`config.mk`:
```
export PLATFORM = sky130hd
export DESIGN_NAME = addr_map_xor
export DESIGN_NICKNAME = d
export VERILOG_FILES = /design/src/rtl/addr_map_pkg.sv /design/src/rtl/addr_map_swap.sv /design/src/rtl/addr_map_fwd.sv /design/src/rtl/addr_map_inv.sv /design/src/rtl/addr_map_xor.sv
export SDC_FILE = /design/constraint.sdc
export NUM_CORES = 1
export LEC_CHECK = 0
export BUFFER_PORTS_ARGS = -buffer_cell sky130_fd_sc_hd__buf_2
export CORE_MARGIN = 5
export CORE_UTILIZATION = 45
export DETAILED_ROUTE_END_ITERATION = 8
export PLACE_DENSITY = 0.8
export SLEW_MARGIN = 0
export SYNTH_ARGS = -nofsm -noshare
export SYNTH_HDL_FRONTEND = slang
export SYNTH_SLANG_ARGS = --single-unit
```
`constraint.sdc`:
```
create_clock -name clk_i -period 1.16 [get_ports clk_i]
set_input_delay 0.116 -clock clk_i [delete_from_list [all_inputs] [get_ports clk_i]]
set_output_delay 0.116 -clock clk_i [all_outputs]
set_load 0.02 [all_outputs]
```
`src/rtl/addr_map_pkg.sv`:
```
package addr_map_pkg;
  typedef enum logic [1:0] {
    SCH_LINE = 2'd0,
    SCH_PAGE = 2'd1,
    SCH_SWAP = 2'd2,
    SCH_PERM = 2'd3
  } scheme_e;
endpackage

```
`src/rtl/addr_map_swap.sv`:
```
// Exchanges two equal-width, non-overlapping bit fields of an address.
module addr_map_swap #(
  parameter int ADDR_W = 32,
  parameter int LO_POS = 8,
  parameter int HI_POS = 20,
  parameter int FLD_W  = 3
) (
  input  logic [ADDR_W-1:0] a_i,
  output logic [ADDR_W-1:0] a_o
);
  if (FLD_W == 0) begin : g_pass
    assign a_o = a_i;
  end else begin : g_swap
    always_comb begin
      a_o = a_i;
      a_o[LO_POS +: FLD_W] = a_i[HI_POS +: FLD_W];
      a_o[HI_POS +: FLD_W] = a_i[LO_POS +: FLD_W];
    end
  end
endmodule

```
`src/rtl/addr_map_fwd.sv`:
```
module addr_map_fwd
  import addr_map_pkg::*;
#(
  parameter int ADDR_W     = 32,
  parameter int BLK_OFF_W  = 6,
  parameter int PAGE_OFF_W = 11,
  parameter int BANK_W     = 5,
  parameter int SET_W      = 14,
  parameter int SWAP_W     = 3,
  localparam int TAG_W     = ADDR_W - SET_W - BLK_OFF_W,
  localparam int TAG_LSB   = ADDR_W - TAG_W,
  localparam int ROW_W     = ADDR_W - PAGE_OFF_W - BANK_W,
  localparam int REST_W    = ADDR_W - BANK_W
) (
  input  scheme_e               scheme_i,
  input  logic [ADDR_W-1:0]     addr_i,
  output logic [BANK_W-1:0]     bank_o,
  output logic [ROW_W-1:0]      row_o,
  output logic [PAGE_OFF_W-1:0] off_o
);
  logic [ADDR_W-1:0] addr_sw;
  logic [ADDR_W-1:0] addr_sel;
  logic [REST_W-1:0] rest;

  addr_map_swap #(
    .ADDR_W(ADDR_W), .LO_POS(PAGE_OFF_W - SWAP_W), .HI_POS(TAG_LSB), .FLD_W(SWAP_W)
  ) i_swap (
    .a_i(addr_i),
    .a_o(addr_sw)
  );

  // Remove the bank field at pos and close the gap.
  function automatic logic [REST_W-1:0] drop_fld(input logic [ADDR_W-1:0] a, input int pos);
    logic [REST_W-1:0] r;
    for (int i = 0; i < REST_W; i++) r[i] = (i < pos) ? a[i] : a[i+BANK_W];
    return r;
  endfunction

  always_comb begin
    addr_sel = (scheme_i == SCH_SWAP) ? addr_sw : addr_i;
    if (scheme_i == SCH_LINE) begin
      bank_o = addr_sel[BLK_OFF_W +: BANK_W];
      rest   = drop_fld(addr_sel, BLK_OFF_W);
    end else begin
      bank_o = addr_sel[PAGE_OFF_W +: BANK_W];
      rest   = drop_fld(addr_sel, PAGE_OFF_W);
      if (scheme_i == SCH_PERM) bank_o = bank_o ^ addr_sel[TAG_LSB +: BANK_W];
    end
    off_o = rest[PAGE_OFF_W-1:0];
    row_o = rest[REST_W-1:PAGE_OFF_W];
  end
endmodule

```
`src/rtl/addr_map_inv.sv`:
```
module addr_map_inv
  import addr_map_pkg::*;
#(
  parameter int ADDR_W     = 32,
  parameter int BLK_OFF_W  = 6,
  parameter int PAGE_OFF_W = 11,
  parameter int BANK_W     = 5,
  parameter int SET_W      = 14,
  parameter int SWAP_W     = 3,
  localparam int TAG_W     = ADDR_W - SET_W - BLK_OFF_W,
  localparam int TAG_LSB   = ADDR_W - TAG_W,
  localparam int ROW_W     = ADDR_W - PAGE_OFF_W - BANK_W,
  localparam int REST_W    = ADDR_W - BANK_W
) (
  input  scheme_e               scheme_i,
  input  logic [BANK_W-1:0]     bank_i,
  input  logic [ROW_W-1:0]      row_i,
  input  logic [PAGE_OFF_W-1:0] off_i,
  output logic [ADDR_W-1:0]     addr_o
);
  logic [REST_W-1:0] rest;
  logic [BANK_W-1:0] bank_orig;
  logic [ADDR_W-1:0] addr_pg;
  logic [ADDR_W-1:0] addr_unsw;

  // Reopen a BANK_W gap at pos and place the bank bits there.
  function automatic logic [ADDR_W-1:0] ins_fld(input logic [REST_W-1:0] r,
                                                input logic [BANK_W-1:0] b, input int pos);
    logic [ADDR_W-1:0] a;
    for (int i = 0; i < ADDR_W; i++) begin
      if (i < pos)               a[i] = r[i];
      else if (i < pos + BANK_W) a[i] = b[i-pos];
      else                       a[i] = r[i-BANK_W];
    end
    return a;
  endfunction

  // Tag bits sit above the bank field, so they are untouched and usable for the undo.
  always_comb begin
    rest      = {row_i, off_i};
    bank_orig = bank_i;
    if (scheme_i == SCH_PERM) bank_orig = bank_i ^ rest[TAG_LSB-BANK_W +: BANK_W];
    addr_pg   = ins_fld(rest, bank_orig, PAGE_OFF_W);
  end

  addr_map_swap #(
    .ADDR_W(ADDR_W), .LO_POS(PAGE_OFF_W - SWAP_W), .HI_POS(TAG_LSB), .FLD_W(SWAP_W)
  ) i_unswap (
    .a_i(addr_pg),
    .a_o(addr_unsw)
  );

  always_comb begin
    unique case (scheme_i)
      SCH_LINE: addr_o = ins_fld(rest, bank_i, BLK_OFF_W);
      SCH_SWAP: addr_o = addr_unsw;
      default:  addr_o = addr_pg;
    endcase
  end
endmodule

```
`src/rtl/addr_map_xor.sv`:
```
module addr_map_xor
  import addr_map_pkg::*;
#(
  parameter int ADDR_W     = 32,
  parameter int BLK_OFF_W  = 6,
  parameter int PAGE_OFF_W = 11,
  parameter int BANK_W     = 5,
  parameter int SET_W      = 14,
  parameter int SWAP_W     = 3,
  localparam int TAG_W     = ADDR_W - SET_W - BLK_OFF_W,
  localparam int TAG_LSB   = ADDR_W - TAG_W,
  localparam int ROW_W     = ADDR_W - PAGE_OFF_W - BANK_W
) (
  input  logic                  clk_i,
  input  logic                  rst_ni,
  input  logic                  in_valid_i,
  input  logic [1:0]            in_scheme_i,
  input  logic [ADDR_W-1:0]     in_addr_i,
  output logic                  out_valid_o,
  output logic [BANK_W-1:0]     out_bank_o,
  output logic [ROW_W-1:0]      out_row_o,
  output logic [PAGE_OFF_W-1:0] out_off_o,
  input  logic                  inv_valid_i,
  input  logic [1:0]            inv_scheme_i,
  input  logic [BANK_W-1:0]     inv_bank_i,
  input  logic [ROW_W-1:0]      inv_row_i,
  input  logic [PAGE_OFF_W-1:0] inv_off_i,
  output logic                  inv_valid_o,
  output logic [ADDR_W-1:0]     inv_addr_o
);
  if (TAG_LSB <= PAGE_OFF_W + BANK_W - 1) begin : g_bad_tag_pos
    $error("tag field must start above the bank field");
  end
  if (TAG_W < BANK_W || TAG_W < SWAP_W) begin : g_bad_tag_w
    $error("tag field narrower than bank or swap field");
  end
  if (SWAP_W > PAGE_OFF_W || BLK_OFF_W > PAGE_OFF_W) begin : g_bad_off
    $error("swap width or block offset exceeds page offset");
  end

  logic [BANK_W-1:0]     f_bank;
  logic [ROW_W-1:0]      f_row;
  logic [PAGE_OFF_W-1:0] f_off;
  logic [ADDR_W-1:0]     i_addr;

  addr_map_fwd #(
    .ADDR_W(ADDR_W), .BLK_OFF_W(BLK_OFF_W), .PAGE_OFF_W(PAGE_OFF_W),
    .BANK_W(BANK_W), .SET_W(SET_W), .SWAP_W(SWAP_W)
  ) i_fwd (
    .scheme_i(scheme_e'(in_scheme_i)),
    .addr_i  (in_addr_i),
    .bank_o  (f_bank),
    .row_o   (f_row),
    .off_o   (f_off)
  );

  addr_map_inv #(
    .ADDR_W(ADDR_W), .BLK_OFF_W(BLK_OFF_W), .PAGE_OFF_W(PAGE_OFF_W),
    .BANK_W(BANK_W), .SET_W(SET_W), .SWAP_W(SWAP_W)
  ) i_inv (
    .scheme_i(scheme_e'(inv_scheme_i)),
    .bank_i  (inv_bank_i),
    .row_i   (inv_row_i),
    .off_i   (inv_off_i),
    .addr_o  (i_addr)
  );

  always_ff @(posedge clk_i or negedge rst_ni) begin
    if (!rst_ni) begin
      out_valid_o <= 1'b0;
      out_bank_o  <= '0;
      out_row_o   <= '0;
      out_off_o   <= '0;
    end else begin
      out_valid_o <= in_valid_i;
      if (in_valid_i) begin
        out_bank_o <= f_bank;
        out_row_o  <= f_row;
        out_off_o  <= f_off;
      end
    end
  end

  always_ff @(posedge clk_i or negedge rst_ni) begin
    if (!rst_ni) begin
      inv_valid_o <= 1'b0;
      inv_addr_o  <= '0;
    end else begin
      inv_valid_o <= inv_valid_i;
      if (inv_valid_i) inv_addr_o <= i_addr;
    end
  end
endmodule

```
==> reports/qor.txt <==
status: complete, no violations
# DRC: 0
global-route wire length before repair: 12500 um
initial cell density of the core: 45.6%
clk_skew: 0 ns
post-DR wirelength/cell: 15.3 um
Ys Warns: 0
Final Hold Viols: 0
Port Buf Inserts: 137
CTS buffer count: 9
Chip Height: 92.5 um
Resized Gates After CTS: 0
routed via count: 2448
gate count of the mapped netlist: 237
commonest non-fill, non-tap cell in the layout: buf_2
setup_tns: 0 ns
number of global-route vias before repair: 2639
initial detailed-routing violation count: 53
pre-CTS WS: -0.0643 ns
Hold Slack: 0.0194 ns
hold_sp: inv_off_i[5]
#FFs+latches synth: 66
minimum clock period: 1.01 ns
worst setup margin: 0.153 ns
worst-margin pin slew: 0.454 ns
CP Capture Type: primary output
core area: 0.00672 mm2
CP Launch Point: inv_addr_o[21]$_DFFE_PN0P_
P_leak: 2.10 nW
Slew HR: 69.7%
Max VDD drop: 0.805 mV
WP data arrival: 0.89 ns
P per Cell Area: 1390 mW/mm2
# Post-CTS Setup Buffers: 0
crit start category: flop
worst r2r src: out_bank_o[2]$_DFFE_PN0P_
Area after DPL: 0.00390 mm2
dpl hpwl: 5540 um
final wirelength: 7480 um
Avg Cell Area, Syn: 12.9 um2
num ports: 138
pins over their slew limit: 0
gr ovfl total: 0
antenna cells: 0
Slowest-stage cell, CP: dfrtp_1
Final nets: 476
number of distinct library cells after synthesis: 23
Max Root-Sink Buffers: 2
Final Core Density: 63.9%
Final Power: 5.97 mW
Peak Freq: 0.993 GHz
Skew-Pair Late Insertion Delay: 0.33 ns
fill cell count: 538
share of cells above drive strength 1: 54.5%
clock-pin slew on the worst setup and hold paths: 0.07 ns
final instance area: 0.00429 mm2
worst hold-check path type: input pin to flop
Final Setup Violations: 0
gate family responsible for the most delay along the worst path: flip-flops
initial antenna violation count: 0
largest net degree at the start of global routing: 67
Max Cap Violations: 0
RSZ-0062 raised after global routing: no
Routed Antenna Nets: 0
Critical Path RT: 1.04 ns
die width: 92.5 um
sequential area share after synthesis: 53.9%
Sink Count: 66
die area: 0.00856 mm2
Crit Path Max Fanout: 2
Cell Rows: 30
CP bufs+invs: 1
worst path cell trace: buf_2
CTS H-tree lvls: 3
area grow syn2layout: 40.0%
Root Buffer Master: clkbuf_8
CTS tree: built
Placed Cells: 453
Mapped Area: 0.00307 mm2
fin cells: 489
final period utilization: 86.8%
Setup CP Type: flop to primary output
Max stage delay on crit path: 0.40 ns
number of vias per cell: 5.01
drt pass-1 iters: 4
Tot GR Track Use: 18.4%
GPL Wtd Cong: 0.881
Synth Net Count: 309
most frequent cells in the layout: 137 x buf_2, 66 x dfrtp_1, 48 x mux2_2
worst paths after layout:
check / slack, ns / depth (start not counted) / endpoint
worst max-delay path: 0.15 / 1 / inv_addr_o[21]
worst min-delay path: 0.02 / 2 / inv_addr_o[5]$_DFFE_PN0P_
worst min register to register: 0.50 / 1 / out_row_o[0]$_DFFE_PN0P_
min in group asynchronous: 0.36 / 3 / inv_addr_o[24]$_DFFE_PN0P_
max in group asynchronous: 0.52 / 3 / out_off_o[6]$_DFFE_PN0P_
worst max register to register: 0.24 / 2 / out_bank_o[2]$_DFFE_PN0P_
flip-flops by register name, summed over array words and instances, names as in the netlist:
name	count
out_off_o	11
out_row_o	16
inv_addr_o	32
inv_valid_o	1
out_bank_o	5
out_valid_o	1
layer usage:
metal,global-route usage (%),up-vias,share of wire (%)
met2,30.3,102,48
met1,22.5,1166,41
met3,5.52,13,8.9
met4,7.55,0,1.7
met5,0,-,0
li1,-,1167,-
synthesized netlist by cell type (all sizes together):
library cell	instances	area [um2]
and2	2	12.5
and2b	1	10.0
nor2b	15	93.8
mux2i	10	100
mux2	48	541
a21oi	10	50.1
and3	3	18.8
nand2b	4	32.5
nand2	10	95.1
a211oi	3	22.5
xnor2	10	87.6
a221o	10	100
dfrtp	66	1650
o21ai	6	30.0
inv	8	30.0
buf	13	108
nor2	12	45.0
o22ai	6	37.5
area by class of cell:
type	instances	area, um2	area share [%]
inverters	8	30.0	0.700
clock buffers	11	141	3.29
multi-input cells	150	1280	29.7
well taps	80	100	2.33
repair buffers	169	1040	24.2
clock inverters	5	53.8	1.25
flip-flops and latches	66	1650	38.5
cell families after synthesis:
| group | after synthesis | synth area share, % |
|---|---|---|
| flip-flops | 66 | 53.9 |
| multiplexers | 58 | 20.9 |
| AND/OR/NAND/NOR | 47 | 10.0 |
| AO/OA/AOI/OAI | 35 | 7.84 |
| buffers and inverters | 21 | 4.49 |
| XOR/XNOR | 10 | 2.86 |
timing repair:
action / CTS / global route
hold buffers: 18 / 2
endpoints found under the setup margin: 0 / 0
hold endpoints to repair: 83 / 2
report_power, final:
group	internal, mW	switching [mW]
clock network	1.04	0.858
logic	0.637	0.772
registers	2.54	0.119
No activity file was read; power rests on OpenSTA's default activity.
